### src/rtl/det_autorange_pkg.sv
package det_autorange_pkg;

    localparam int CODE_W_D   = 8;
    localparam int MODE_W_D   = 3;
    localparam int SETTLE_W_D = 4;
    localparam int AMP_W_D    = 16;

    // Classification of one sample against the linear window
    typedef enum logic [1:0] {
        BAND_IN   = 2'd0,
        BAND_LOW  = 2'd1,
        BAND_HIGH = 2'd2
    } band_e;

    // Per-sample decision carried from the controller
    typedef struct packed {
        logic go_up;
        logic go_down;
        logic at_limit;
        logic measure;
        logic discard;
    } step_t;

endpackage

### src/rtl/dar_window.sv
module dar_window
    import det_autorange_pkg::*;
#(
    parameter int CODE_W = CODE_W_D,
    parameter int LO_THR = 43,
    parameter int HI_THR = 213
) (
    input  logic [CODE_W-1:0] code,
    output band_e             band
);
    localparam logic [CODE_W-1:0] LO_L = CODE_W'(LO_THR);
    localparam logic [CODE_W-1:0] HI_L = CODE_W'(HI_THR);

    always_comb begin
        if (code < LO_L)
            band = BAND_LOW;
        else if (code > HI_L)
            band = BAND_HIGH;
        else
            band = BAND_IN;
    end
endmodule

### src/rtl/dar_mode_ctrl.sv
module dar_mode_ctrl
    import det_autorange_pkg::*;
#(
    parameter int MODE_W   = MODE_W_D,
    parameter int SETTLE_W = SETTLE_W_D
) (
    input  logic                clk,
    input  logic                rst,
    input  logic                sample_valid,
    input  band_e               band,
    input  logic [SETTLE_W-1:0] settle_len,
    output logic [MODE_W-1:0]   mode_q,
    output logic                oor_q,
    output logic                measure
);
    localparam logic [MODE_W-1:0] MODE_MAX = {MODE_W{1'b1}};

    logic [SETTLE_W-1:0] settle_q;
    step_t               step;

    // Decide what the current sample does
    always_comb begin
        step = '0;
        if (sample_valid) begin
            if (settle_q != '0) begin
                step.discard = 1'b1;
            end else begin
                unique case (band)
                    BAND_LOW: begin
                        if (mode_q == MODE_MAX) step.at_limit = 1'b1;
                        else                    step.go_up    = 1'b1;
                    end
                    BAND_HIGH: begin
                        if (mode_q == '0) step.at_limit = 1'b1;
                        else              step.go_down  = 1'b1;
                    end
                    default: step.measure = 1'b1;
                endcase
            end
        end
    end

    assign measure = step.measure;

    always_ff @(posedge clk) begin
        if (rst) begin
            mode_q   <= '0;
            settle_q <= '0;
            oor_q    <= 1'b0;
        end else begin
            oor_q <= step.at_limit;
            if (step.discard)
                settle_q <= settle_q - 1'b1;
            if (step.go_up) begin
                mode_q   <= mode_q + 1'b1;
                settle_q <= settle_len;
            end else if (step.go_down) begin
                mode_q   <= mode_q - 1'b1;
                settle_q <= settle_len;
            end
        end
    end
endmodule

### src/rtl/dar_therm.sv
module dar_therm #(
    parameter int MODE_W = 3
) (
    input  logic [MODE_W-1:0]        mode,
    output logic [(1<<MODE_W)-2:0]   therm
);
    localparam int LINES = (1 << MODE_W) - 1;

    for (genvar i = 0; i < LINES; i++) begin : g_line
        assign therm[i] = (mode > MODE_W'(i));
    end
endmodule

### src/rtl/dar_amp_est.sv
module dar_amp_est
    import det_autorange_pkg::*;
#(
    parameter int CODE_W     = CODE_W_D,
    parameter int MODE_W     = MODE_W_D,
    parameter int AMP_W      = AMP_W_D,
    parameter int MID_CODE   = 128,
    parameter int BASE_CMV   = 9000,
    parameter int SLOPE_CMV  = 52,
    parameter int FIRST_CMV  = 6000,
    parameter int STEP_CMV   = 5000
) (
    input  logic              clk,
    input  logic              rst,
    input  logic              measure,
    input  logic [CODE_W-1:0] code,
    input  logic [MODE_W-1:0] mode,
    output logic              amp_valid,
    output logic [AMP_W-1:0]  amp_cmv
);
    localparam int EW    = AMP_W + 2;
    localparam int MODES = 1 << MODE_W;

    logic signed [EW-1:0] diff;
    logic signed [EW-1:0] slope_term;
    logic signed [EW-1:0] offset;
    logic signed [EW-1:0] total;

    always_comb begin
        diff       = EW'($signed({2'b00, CODE_W'(MID_CODE)}))
                   - EW'($signed({2'b00, code}));
        slope_term = diff * $signed(EW'(SLOPE_CMV));
        offset     = '0;
        for (int i = 1; i < MODES; i++) begin
            if (mode >= MODE_W'(i))
                offset = offset + ((i == 1) ? $signed(EW'(FIRST_CMV))
                                            : $signed(EW'(STEP_CMV)));
        end
        total = $signed(EW'(BASE_CMV)) + slope_term + offset;
    end

    always_ff @(posedge clk) begin
        if (rst) begin
            amp_valid <= 1'b0;
            amp_cmv   <= '0;
        end else begin
            amp_valid <= measure;
            if (measure)
                amp_cmv <= total[AMP_W-1:0];
        end
    end
endmodule

### src/rtl/det_autorange.sv
module det_autorange
    import det_autorange_pkg::*;
#(
    parameter int CODE_W   = CODE_W_D,
    parameter int MODE_W   = MODE_W_D,
    parameter int SETTLE_W = SETTLE_W_D,
    parameter int AMP_W    = AMP_W_D,
    parameter int LO_THR   = 43,
    parameter int HI_THR   = 213
) (
    input  logic                        clk,
    input  logic                        rst,
    input  logic                        sample_valid,
    input  logic [CODE_W-1:0]           sample_code,
    input  logic [SETTLE_W-1:0]         settle_len,
    output logic [MODE_W-1:0]           mode,
    output logic [(1<<MODE_W)-2:0]      therm,
    output logic                        amp_valid,
    output logic [AMP_W-1:0]            amp_cmv,
    output logic                        out_of_range
);
    band_e band;
    logic  measure;

    dar_window #(
        .CODE_W (CODE_W),
        .LO_THR (LO_THR),
        .HI_THR (HI_THR)
    ) u_window (
        .code (sample_code),
        .band (band)
    );

    dar_mode_ctrl #(
        .MODE_W   (MODE_W),
        .SETTLE_W (SETTLE_W)
    ) u_ctrl (
        .clk          (clk),
        .rst          (rst),
        .sample_valid (sample_valid),
        .band         (band),
        .settle_len   (settle_len),
        .mode_q       (mode),
        .oor_q        (out_of_range),
        .measure      (measure)
    );

    dar_therm #(
        .MODE_W (MODE_W)
    ) u_therm (
        .mode  (mode),
        .therm (therm)
    );

    dar_amp_est #(
        .CODE_W (CODE_W),
        .MODE_W (MODE_W),
        .AMP_W  (AMP_W)
    ) u_amp (
        .clk       (clk),
        .rst       (rst),
        .measure   (measure),
        .code      (sample_code),
        .mode      (mode),
        .amp_valid (amp_valid),
        .amp_cmv   (amp_cmv)
    );
endmodule

### config.mk
export PLATFORM = sky130hd
export DESIGN_NAME = det_autorange
export DESIGN_NICKNAME = d
export VERILOG_FILES = /design/src/rtl/det_autorange_pkg.sv /design/src/rtl/dar_window.sv /design/src/rtl/dar_mode_ctrl.sv /design/src/rtl/dar_therm.sv /design/src/rtl/dar_amp_est.sv /design/src/rtl/det_autorange.sv
export SDC_FILE = /design/constraint.sdc
export NUM_CORES = 1
export LEC_CHECK = 0
export CORE_MARGIN = 3
export CORE_UTILIZATION = 33
export CTS_BUF_LIST = sky130_fd_sc_hd__clkbuf_8 sky130_fd_sc_hd__clkbuf_16
export DETAILED_ROUTE_END_ITERATION = 16
export DONT_BUFFER_PORTS = 1
export PLACE_DENSITY_LB_ADDON = 0.08
export REMOVE_ABC_BUFFERS = 1
export SYNTH_ARGS = -nofsm -noshare
export SYNTH_HDL_FRONTEND = slang
export SYNTH_SLANG_ARGS = --single-unit
### constraint.sdc
create_clock -name clk -period 7.47 [get_ports clk]
set_input_delay 1.1205 -clock clk [delete_from_list [all_inputs] [get_ports clk]]
set_output_delay 1.1205 -clock clk [all_outputs]
set_load 0.01 [all_outputs]
* After elaboration in Yosys (flattened, before gate mapping)
Index checks and enable logic that the tools add are counted.
** Storage, ports and cells
- Register bits after elaboration :: 25
- Bits in latches :: 0
- RAM bits :: 0
- Bits in read-only memories :: 0
- Output and inout port bits :: 28
- Memories :: 0
** Operators by class
- $add $sub $neg :: 12
- Multiply operators :: 1
- Divide/modulo/power cells :: 0
- $lt $le $gt $ge :: 16
- Equal/unequal tests :: 3
- Shifts and indexed selects :: 0
- Muxes and demuxes :: 25
- Bitwise operators :: 1
- Reductions and logical operators :: 6
** Operators with widths (number)
- 16-bit two-way mux :: 5
- 16-bit by 14-bit adder with 16-bit output, second input constant :: 4
- 18-bit by 5-bit multiplier with 14-bit output, second input constant :: 1
- 15-bit by 16-bit adder with 16-bit output, first input constant :: 1
- 16-bit adder :: 1
- 4-bit two-way mux :: 4
- 14-bit by 13-bit adder with 15-bit output, second input constant :: 1
- 13-bit by 13-bit adder with 14-bit output, second input constant :: 1
- 14-bit two-way mux :: 1
- 13-bit two-way mux :: 1
- 3-bit greater-or-equal comparator, second input constant :: 4
- 3-bit greater-than comparator, second input constant :: 3
- 8-bit by 8-bit subtractor with 9-bit output, first input constant :: 1
- 8-bit greater-than comparator, second input constant :: 1
- 8-bit by 6-bit < comparator with 1-bit output, second input constant :: 1
- 1-bit two-way mux :: 8
- 3-bit by 2-bit greater-or-equal comparator with 1-bit output, second input constant :: 2
- 3-bit by 1-bit greater-than comparator with 1-bit output, second input constant :: 2
- 3-bit by 2-bit greater-than comparator with 1-bit output, second input constant :: 2
- 3-bit two-way mux :: 2
- 5-bit two-way mux :: 1
- 2-bit two-way mux :: 2
- 4-bit nonzero test :: 1
- 4-bit by 1-bit subtractor with 4-bit output, second input constant :: 1
- other kinds (13) :: 13

* Logic depth before layout (Yosys ltp)
Gate-level depths: netlist (run 1).
- Depth in word-level cells :: 15
- Mapped depth :: 36
- Mapped depth without buffers :: 34

* Modules after synthesis
Synthesis (run 1) repeated with hierarchy kept, for this count alone.
** Second synthesis, totals
- Cells, all modules :: 450
- Area, all modules :: 3623.5 um^2
** By module, submodules not included
- dar_amp_est :: instances 1, cells an instance 370, area an instance 2937.8 um^2, sequential area each 300.3 um^2
- dar_mode_ctrl :: instances 1, cells an instance 65, area an instance 589.3 um^2, sequential area each 160.2 um^2
- dar_window :: instances 1, cells an instance 8, area an instance 48.8 um^2, sequential area each 0.0 um^2
- dar_therm :: instances 1, cells an instance 7, area an instance 47.5 um^2, sequential area each 0.0 um^2

* Worst setup path before layout (run 1)
OpenSTA, ideal clock, no wires.
- Path type :: reg-to-reg
- Start point :: reg u_ctrl.mode_q[1]
- End point :: reg u_amp.amp_cmv[15]
- Library setup time :: 62 ps
- Data arrival time :: 6762 ps
- Setup slack :: 646 ps
- Stages on the path, launching flop included :: 36
- Clock period less this slack :: 6824 ps
- Cell sequence :: dfxtp_1 -> buf_2 -> buf_2 -> inv_1 -> ha_1 -> nor2_1 -> nand2_1 -> ha_1 -> nor2_1 -> a21oi_1 -> ha_1 -> nand2_1 -> and2_1 -> inv_1 -> ha_1 -> nor2_1 -> a21oi_1 -> ha_1 -> and3_1 -> a211oi_1 -> a21oi_1 -> nor3_1 -> nand2_1 -> xnor2_1 -> ha_1 -> ha_1 -> a21o_1 -> a21oi_1 -> o21bai_1 -> a21o_1 -> a211o_1 -> a21o_1 -> a21oi_1 -> xor3_1 -> or4_1 -> nand3_1
** Between the ends
- Cells in the longest elaborated chain, start to end :: 15
- Elaborated cells on any way between the ends :: 21
- Those cells by class :: 7 x add/sub; 7 x order compare; 7 x mux
** RTL lines
- from (decl) :: RTL line dar_mode_ctrl.sv:12 : output logic [MODE_W-1:0] mode_q,
- from (signal assigned) :: RTL line dar_mode_ctrl.sv:55 : mode_q <= mode_q + 1'b1;
- from (signal assigned) :: RTL line dar_mode_ctrl.sv:58 : mode_q <= mode_q - 1'b1;
- 3-bit by 1-bit greater-or-equal comparator with 1-bit output :: RTL line dar_amp_est.sv:35 : if (mode >= MODE_W'(i))
- 13-bit two-way mux :: RTL line dar_amp_est.sv:35
- 13-bit by 13-bit adder with 14-bit output :: RTL line dar_amp_est.sv:36 : offset = offset + ((i == 1) ? $signed(EW'(FIRST_CMV))
- 14-bit two-way mux :: RTL line dar_amp_est.sv:35
- 14-bit by 13-bit adder with 15-bit output :: RTL line dar_amp_est.sv:36
- 16-bit two-way mux :: RTL line dar_amp_est.sv:35
- 16-bit by 14-bit adder with 16-bit output :: RTL line dar_amp_est.sv:36
- 16-bit two-way mux :: RTL line dar_amp_est.sv:35
- 16-bit by 14-bit adder with 16-bit output :: RTL line dar_amp_est.sv:36
- 16-bit two-way mux :: RTL line dar_amp_est.sv:35
- 16-bit by 14-bit adder with 16-bit output :: RTL line dar_amp_est.sv:36
- 16-bit two-way mux :: RTL line dar_amp_est.sv:35
- 16-bit by 14-bit adder with 16-bit output :: RTL line dar_amp_est.sv:36
- 16-bit two-way mux * :: RTL line dar_amp_est.sv:35
- 16-bit adder * :: RTL line dar_amp_est.sv:39 : total = $signed(EW'(BASE_CMV)) + slope_term + offset;
- to (signal assigned) :: RTL line dar_amp_est.sv:49 : amp_cmv <= total[AMP_W-1:0];
- to (decl) :: RTL line dar_amp_est.sv:19 : output logic [AMP_W-1:0] amp_cmv
Mark *: on every way between the ends. The rest lies on a longest branch, timed or not.
A chain may end at the register's enable or synchronous reset.

* Final worst setup path (run 1)
- Start point :: reg u_ctrl.mode_q[2]
- End point :: reg u_amp.amp_cmv[15]
The elaborated chain is that of the path after synthesis.

==> results.sh, run 1 <==
export IMPL_status="complete, no violations"
export IMPL_vias_per_cell=5.171
export IMPL_insertion_delay_ns=0.26
export IMPL_io_pins=43
export IMPL_synth_area_leaders="ha_1, dfxtp_1, xnor2_1"
export IMPL_netlist_area_mm2=0.004249
export IMPL_rsz0062_at_grt="false"
export IMPL_cts_hold_buf=0
export IMPL_endpoint="u_amp.amp_cmv[15]"
export IMPL_grt_total_usage_pct=15.20
export IMPL_skew_ns=0.004303
export IMPL_seq_area_frac_synth_pct=10.84
export IMPL_swShare_pct=52.40
export IMPL_power_switching_mw=0.8791
export IMPL_cts_buffers=3
export IMPL_slowest_stage="xor3_1"
export IMPL_yosysWarnings=0
export IMPL_dr_first_iter_drc_count=188
export IMPL_maxCapViolCount=0
export IMPL_hold_violations=0
export IMPL_num_rows=40
export IMPL_die_x_um=119.5
export IMPL_clk_pin_slew_worst_paths_ns=0.06
export IMPL_yosysTopAreaCellShare_pct=24.15
export IMPL_synth_edf_count=0
export IMPL_synth_area_per_cell_um2=7.768
export IMPL_grt_max_degree=27
export IMPL_initial_utilization_pct=34.51
export IMPL_crit_fanout=8
export IMPL_synth_commonest_cells="ha_1, nor2_1, inv_1"
export IMPL_ff2ff_path_depth=31
export IMPL_vias=3661
export IMPL_irDropWorstVdd_mv=0.2058
export IMPL_ctsLongestPathBuffers=2
export IMPL_drc=0
export IMPL_whs_ns=0.4770
export IMPL_crit_path_max_incr_delay_ns=0.47
export IMPL_grt_pass1_vias=3564
export IMPL_worst_setup_path_start_kind="flip-flop"
export IMPL_pwr_density_cell_mw_per_mm2=369.6
export IMPL_portBuffers=0
export IMPL_grt_ovfl_total=0
export IMPL_seq_power_share_pct=12.5
export IMPL_slew_headroom_pct=33.72
export IMPL_criticalPathCategory="flip-flop to flip-flop"
export IMPL_cts_sinks=23
export IMPL_place_hpwl_mm=8.811
export IMPL_p_comb_share_pct=80.6
export IMPL_yosysTopAreaCell="ha_1"
export IMPL_wl_mm=10.73
export IMPL_async_flop_share_pct=0
export IMPL_dieArea_mm2=0.01427
export IMPL_cts_tree="yes"
export IMPL_fin_setup_tns_ns=0
export IMPL_antenna_found_initial=0
export IMPL_setup_slack_ns=0.6343
export IMPL_wl_per_cell_um=15.16
export IMPL_synth_cell_type_count=69
export IMPL_fin_nets=647
export IMPL_antennaDiodeCount=0
export IMPL_drive_above_1_share_pct=6.852
export IMPL_required_ns=7.67
export IMPL_crit_start="u_ctrl.mode_q[2]"
export IMPL_ys_ff_latch=23
export IMPL_p_clk_share_pct=6.9
export IMPL_reg2reg_to="u_amp.amp_cmv[15]"
export IMPL_drt_first_pass_iters=4
export IMPL_fin_crit_sh_pct=91.51
export IMPL_htreeDepth=1
export IMPL_rrSetupSlack_ns=0.63
export IMPL_area_delta_synth_final_pct=6.802
export IMPL_gp_congestion=0.8247
export IMPL_p_total_mw=1.677
export IMPL_max_freq_ghz=0.1463
export IMPL_fin_crit_ns=6.836
export IMPL_fp_dieH_um=119.5
export IMPL_tightest_slew_ns=0.9912
export IMPL_worstHoldPathType="flip-flop to flip-flop"
export IMPL_p_int_mw=0.7984
export IMPL_ant_nets=0
export IMPL_arrival_ns=7.04
export IMPL_p_leak_nw=2.133
export IMPL_crit_reg2reg_launch="u_ctrl.mode_q[2]"
export IMPL_slew_violations=0
export IMPL_grt_pass1_wl_mm=18.03
export IMPL_finalSetupViolCount=0
export IMPL_pre_cts_slack_ns=0.4323
export IMPL_setup_worst_path_end_class="flip-flop"
export IMPL_yosys_cell_count_top_type="ha_1"
export IMPL_synth_main_ff_cell="dfxtp_1"
export IMPL_core_mm2=0.01231
export IMPL_synth_cells=547
export IMPL_cts_root_buf="clkbuf_16"
[what timing repair did]
action,in CTS,in global routing
resized for setup,0,5
setup endpoints to repair,0,1
buffers inserted,0,0
[power by group through the flow]
stage / Clock (mW) / Sequential (mW) / Combinational (mW)
final: 0.116 / 0.209 / 1.35
after global routing: 0.125 / 0.216 / 1.55
after CTS: 0.120 / 0.210 / 1.35
after detailed placement: 0 / 0.213 / 1.33
after global placement: 0 / 0.213 / 1.33
after floorplan: 0 / 0.211 / 1.02
[state kept, by name (all words and copies together) (netlist names)]
name / flops
u_amp.amp_cmv: 14
u_ctrl.settle_q: 4
u_ctrl.mode_q: 3
u_amp.amp_valid: 1
u_ctrl.oor_q: 1
[placed cells by master (no fill, tap or decap), drive strengths merged, types with 9 or more instances in the layout]
cell	count
a21oi	42
buf	9
dfxtp	23
fa	9
ha	82
inv	57
nand2	30
nand3	11
nor2	69
nor3	10
o21ai	21
xnor2	44
[area by class of cell]
class                           count  area [µm²]
Tap cell                          168       210.2
Clock buffer                        3       75.07
Timing Repair Buffer                9       67.56
Multi-Input combinational cell    447        3502
Clock inverter                      1       5.005
Fill cell                        1342        7774
Inverter                           57       216.5
Sequential cell                    23       461.7
[worst min-delay path by stage]
stage / from / cells past startpoint / to / slack [ns]
floorplan: u_ctrl.settle_q[1] / 2 / u_ctrl.settle_q[1] / 0.45
finish: u_ctrl.settle_q[1] / 2 / u_ctrl.settle_q[1] / 0.48
CTS: u_ctrl.settle_q[1] / 2 / u_ctrl.settle_q[1] / 0.48
global placement: u_ctrl.settle_q[1] / 2 / u_ctrl.settle_q[1] / 0.47
global route: u_ctrl.settle_q[1] / 2 / u_ctrl.settle_q[1] / 0.52
detailed placement: u_ctrl.settle_q[1] / 2 / u_ctrl.settle_q[1] / 0.48
[worst max-delay path: cells and delay by family, from the launching register on]
family / cells / cell delay, ns
AND/OR/NAND/NOR: 11 / 2.08
buffers and inverters: 1 / 0.05
flip-flops: 1 / 0.37
adder cells (fa/ha/maj): 6 / 1.79
AO/OA/AOI/OAI: 11 / 1.88
XOR/XNOR: 2 / 0.60
[per-layer routing]
layer / vias to the layer above / GRT usage (%) / wire, µm
met5: - / 0 / 0
li1: 1879 / - / -
met1: 1705 / 22.13 / 5421
met3: 7 / 1.614 / 473
met4: 0 / 3.508 / 133
met2: 70 / 24.05 / 4706
[logic make-up (layout without fill, tap and decap cells)]
| kind of cell | after synthesis | in the layout | share of synthesized area [%] |
|---|---|---|---|
| flip-flops | 23 | 23 | 10.84 |
| AND/OR/NAND/NOR | 166 | 166 | 19.20 |
| multiplexers | 9 | 9 | 2.179 |
| XOR/XNOR | 54 | 54 | 11.81 |
| AO/OA/AOI/OAI | 125 | 125 | 19.99 |
| buffers and inverters | 78 | 70 | 7.509 |
| adder cells (fa/ha/maj) | 91 | 91 | 28.39 |
| other | 1 | 2 | 0.08825 |
[per-stage QoR]
stage | cell area [µm²] | std cells | utilization [%]
final | 4538 | 708 | 36.86
after floorplan | 4150 | 527 | -
after CTS | 4516 | 708 | 36.68
after global placement | 4436 | 704 | 36.03
after global routing | 4538 | 708 | 36.86
after detailed placement | 4436 | 704 | 36.03
(Power assumes the default switching activity.)
==> run 2: changes to the inputs <==
--- a/config.mk
+++ b/config.mk
@@ -5,13 +5,16 @@
 export SDC_FILE = /design/constraint.sdc
 export NUM_CORES = 1
 export LEC_CHECK = 0
+export ABC_AREA = 1
 export CORE_MARGIN = 3
 export CORE_UTILIZATION = 33
 export CTS_BUF_LIST = sky130_fd_sc_hd__clkbuf_8 sky130_fd_sc_hd__clkbuf_16
 export DETAILED_ROUTE_END_ITERATION = 16
 export DONT_BUFFER_PORTS = 1
+export HOLD_SLACK_MARGIN = 0.02
 export PLACE_DENSITY_LB_ADDON = 0.08
 export REMOVE_ABC_BUFFERS = 1
 export SYNTH_ARGS = -nofsm -noshare
 export SYNTH_HDL_FRONTEND = slang
 export SYNTH_SLANG_ARGS = --single-unit
+export TNS_END_PERCENT = 50
==> results.sh, run 2 <==
export IMPL_swShare_pct=54.89
export IMPL_yosysTopAreaCell="ha_1"
export IMPL_cts_buffers=3
export IMPL_hp_start="u_ctrl.settle_q[1]"
export IMPL_grt_pass1_wl_mm=16.68
export IMPL_pre_cts_slack_ns=1.131
export IMPL_place_area_mm2=0.004487
export IMPL_fin_crit_sh_pct=85.13
export IMPL_maxCapViolCount=0
export IMPL_grt_total_usage_pct=13.83
export IMPL_yosysTopAreaCellShare_pct=23.85
export IMPL_p_comb_share_pct=78.9
export IMPL_cp_common_cell="nand2_1"
export IMPL_fin_setup_tns_ns=0
export IMPL_dieArea_mm2=0.01444
export IMPL_area_delta_synth_final_pct=6.137
export IMPL_tightest_slew_ns=0.7392
export IMPL_rsz0062_at_grt="false"
export IMPL_required_ns=7.63
export IMPL_max_freq_ghz=0.1573
export IMPL_grt_max_degree=26
export IMPL_p_leak_nw=2.467
export IMPL_synth_cells=634
export IMPL_cts_sinks=23
export IMPL_p_clk_share_pct=7.2
export IMPL_netlist_area_mm2=0.004302
export IMPL_fp_dieH_um=120.2
export IMPL_drc=0
export IMPL_yosysWarnings=0
export IMPL_worstHoldPathType="flip-flop to flip-flop"
export IMPL_async_flop_share_pct=0
export IMPL_gp_congestion=0.8382
export IMPL_largest_reg_flops=14
export IMPL_cts_root_buf="clkbuf_16"
export IMPL_rrSetupSlack_ns=1.11
export IMPL_synth_main_ff_cell="dfxtp_1"
export IMPL_place_hpwl_mm=8.393
export IMPL_num_rows=41
export IMPL_antennaDiodeCount=0
export IMPL_core_mm2=0.01267
export IMPL_die_x_um=120.2
export IMPL_worst_setup_path_start_kind="flip-flop"
export IMPL_synth_commonest_cells="nand2_1, inv_1, ha_1"
export IMPL_ant_nets=0
export IMPL_synth_cell_type_count=44
export IMPL_synth_area_leaders="ha_1, dfxtp_1, nand2_1"
export IMPL_hold_end="u_ctrl.settle_q[1]"
export IMPL_yosys_cell_count_top_type="nand2_1"
export IMPL_irDropWorstVdd_mv=0.1861
export IMPL_p_total_mw=1.634
export IMPL_drive_above_1_share_pct=8.861
export IMPL_cts_setup_buffers=0
export IMPL_largest_register="u_amp.amp_cmv"
export IMPL_p_int_mw=0.7369
export IMPL_seq_power_share_pct=13.8
export IMPL_finalSetupViolCount=0
export IMPL_final_cell_mix="nand2_1, inv_1, ha_1"
export IMPL_htreeDepth=1
export IMPL_drt_first_pass_iters=4
export IMPL_antenna_found_initial=0
export IMPL_grt_ovfl_total=0
export IMPL_setup_worst_path_end_class="flip-flop"
export IMPL_wl_mm=9.919
export IMPL_crit_reg2reg_launch="u_ctrl.mode_q[1]"
export IMPL_cts_resized=0
export IMPL_hold_violations=0
export IMPL_insertion_delay_ns=0.26
export IMPL_top_regs="u_amp.amp_cmv (14), u_ctrl.settle_q (4), u_ctrl.mode_q (3)"
export IMPL_fin_crit_ns=6.359
export IMPL_synth_area_per_cell_um2=6.785
export IMPL_slew_headroom_pct=50.66
export IMPL_crit_path_max_incr_delay_ns=0.61
export IMPL_vias_per_cell=4.679
export IMPL_skew_ns=0.006657
export IMPL_initial_utilization_pct=33.95
export IMPL_criticalPathCategory="flip-flop to flip-flop"
export IMPL_portBuffers=0
export IMPL_power_switching_mw=0.8967
export IMPL_setup_slack_ns=1.111
export IMPL_crit_fanout=10
export IMPL_grt_pass1_vias=3519
export IMPL_seq_area_um2=460.4
export IMPL_vias=3762
export IMPL_reg2reg_to="u_amp.amp_cmv[15]"
export IMPL_slowest_stage="dfxtp_1"
export IMPL_layout_commonest_cell="nand2_1"
export IMPL_design_area_mm2=0.004566
export IMPL_status="complete, no violations"
export IMPL_io_pins=43
export IMPL_fillers=1417
export IMPL_pwr_density_cell_mw_per_mm2=357.8
export IMPL_multi_input_area_mm2=0.003343
export IMPL_arrival_ns=6.52
export IMPL_synth_edf_count=0
export IMPL_ys_ff_latch=23
export IMPL_ff2ff_path_depth=42
export IMPL_seq_area_frac_synth_pct=10.70
export IMPL_min_delay_path_depth=2
export IMPL_cts_hold_buf=0
export IMPL_fin_nets=739
export IMPL_cts_tree="yes"
export IMPL_clk_pin_slew_worst_paths_ns=0.07
export IMPL_wl_per_cell_um=12.34
export IMPL_dr_first_iter_drc_count=132
export IMPL_ctsLongestPathBuffers=2
export IMPL_slew_violations=0
[run 2: layout make-up]
| type | instances | share of cell area [%] |
|---|---|---|
| multi-input cells | 482 | 73.23 |
| inverters | 122 | 10.08 |
| clock buffers | 3 | 1.644 |
| clock inverters | 1 | 0.08221 |
| repair buffers | 1 | 0.1644 |
| well taps | 172 | 4.714 |
| flip-flops and latches | 23 | 10.08 |
[run 2: power groups by stage]
stage                     logic (mW)  clock network, mW  registers [mW]
after floorplan                 1.04                  0           0.214
after global placement          1.30                  0           0.230
after detailed placement        1.29                  0           0.229
after CTS                       1.31              0.121           0.227
after global routing            1.50              0.126           0.233
final                           1.29              0.118           0.226
[run 2: worst max path at each step]
stage,startpoint,endpoint
floorplan,sample_code[0],u_amp.amp_cmv[15]
global placement,sample_code[0],u_amp.amp_cmv[15]
detailed placement,u_ctrl.mode_q[1],u_amp.amp_cmv[15]
CTS,u_ctrl.mode_q[1],u_amp.amp_cmv[15]
global route,u_ctrl.mode_q[1],u_amp.amp_cmv[15]
finish,u_ctrl.mode_q[1],u_amp.amp_cmv[15]
[run 2: per-layer routing]
metal / vias up / track usage, % / share of wire (%)
met2: 51 / 22.73 / 45
met1: 1682 / 20.10 / 51
met3: 5 / 1.731 / 3.6
met5: - / 0 / 0
met4: 0 / 1.288 / 0.34
li1: 2024 / - / -
[run 2: stage by stage]
| step | utilization [%] | instances | hold WS (ns) |
|---|---|---|---|
| floorplan | - | 627 | 0.4381 |
| global placement | 35.41 | 800 | 0.4520 |
| detailed placement | 35.41 | 800 | 0.4678 |
| CTS | 36.03 | 804 | 0.4765 |
| global route | 36.03 | 804 | 0.4984 |
| finish | 36.03 | 804 | 0.4692 |
[run 2: critical path: cells and delay by family, from the launching register on]
| kind | cells | cell delay (ns) |
|---|---|---|
| compound gates | 8 | 1.23 |
| fa+ha+maj | 7 | 2.02 |
| buf+inv | 6 | 0.54 |
| flops | 1 | 0.61 |
| simple gates | 21 | 1.86 |
[run 2: cell families (layout without fill, tap and decap cells)]
family | count (synthesis) | in the layout | synth area share [%]
and+or+nand+nor | 259 | 259 | 29.47
buffers and inverters | 130 | 127 | 11.66
adders and majority gates | 91 | 91 | 28.04
AOI/OAI and AO/OA | 90 | 90 | 11.87
xor gates and xnor gates | 39 | 39 | 7.941
DFF | 23 | 23 | 10.70
other | 1 | 2 | 0.08718
muxes | 1 | 1 | 0.2327
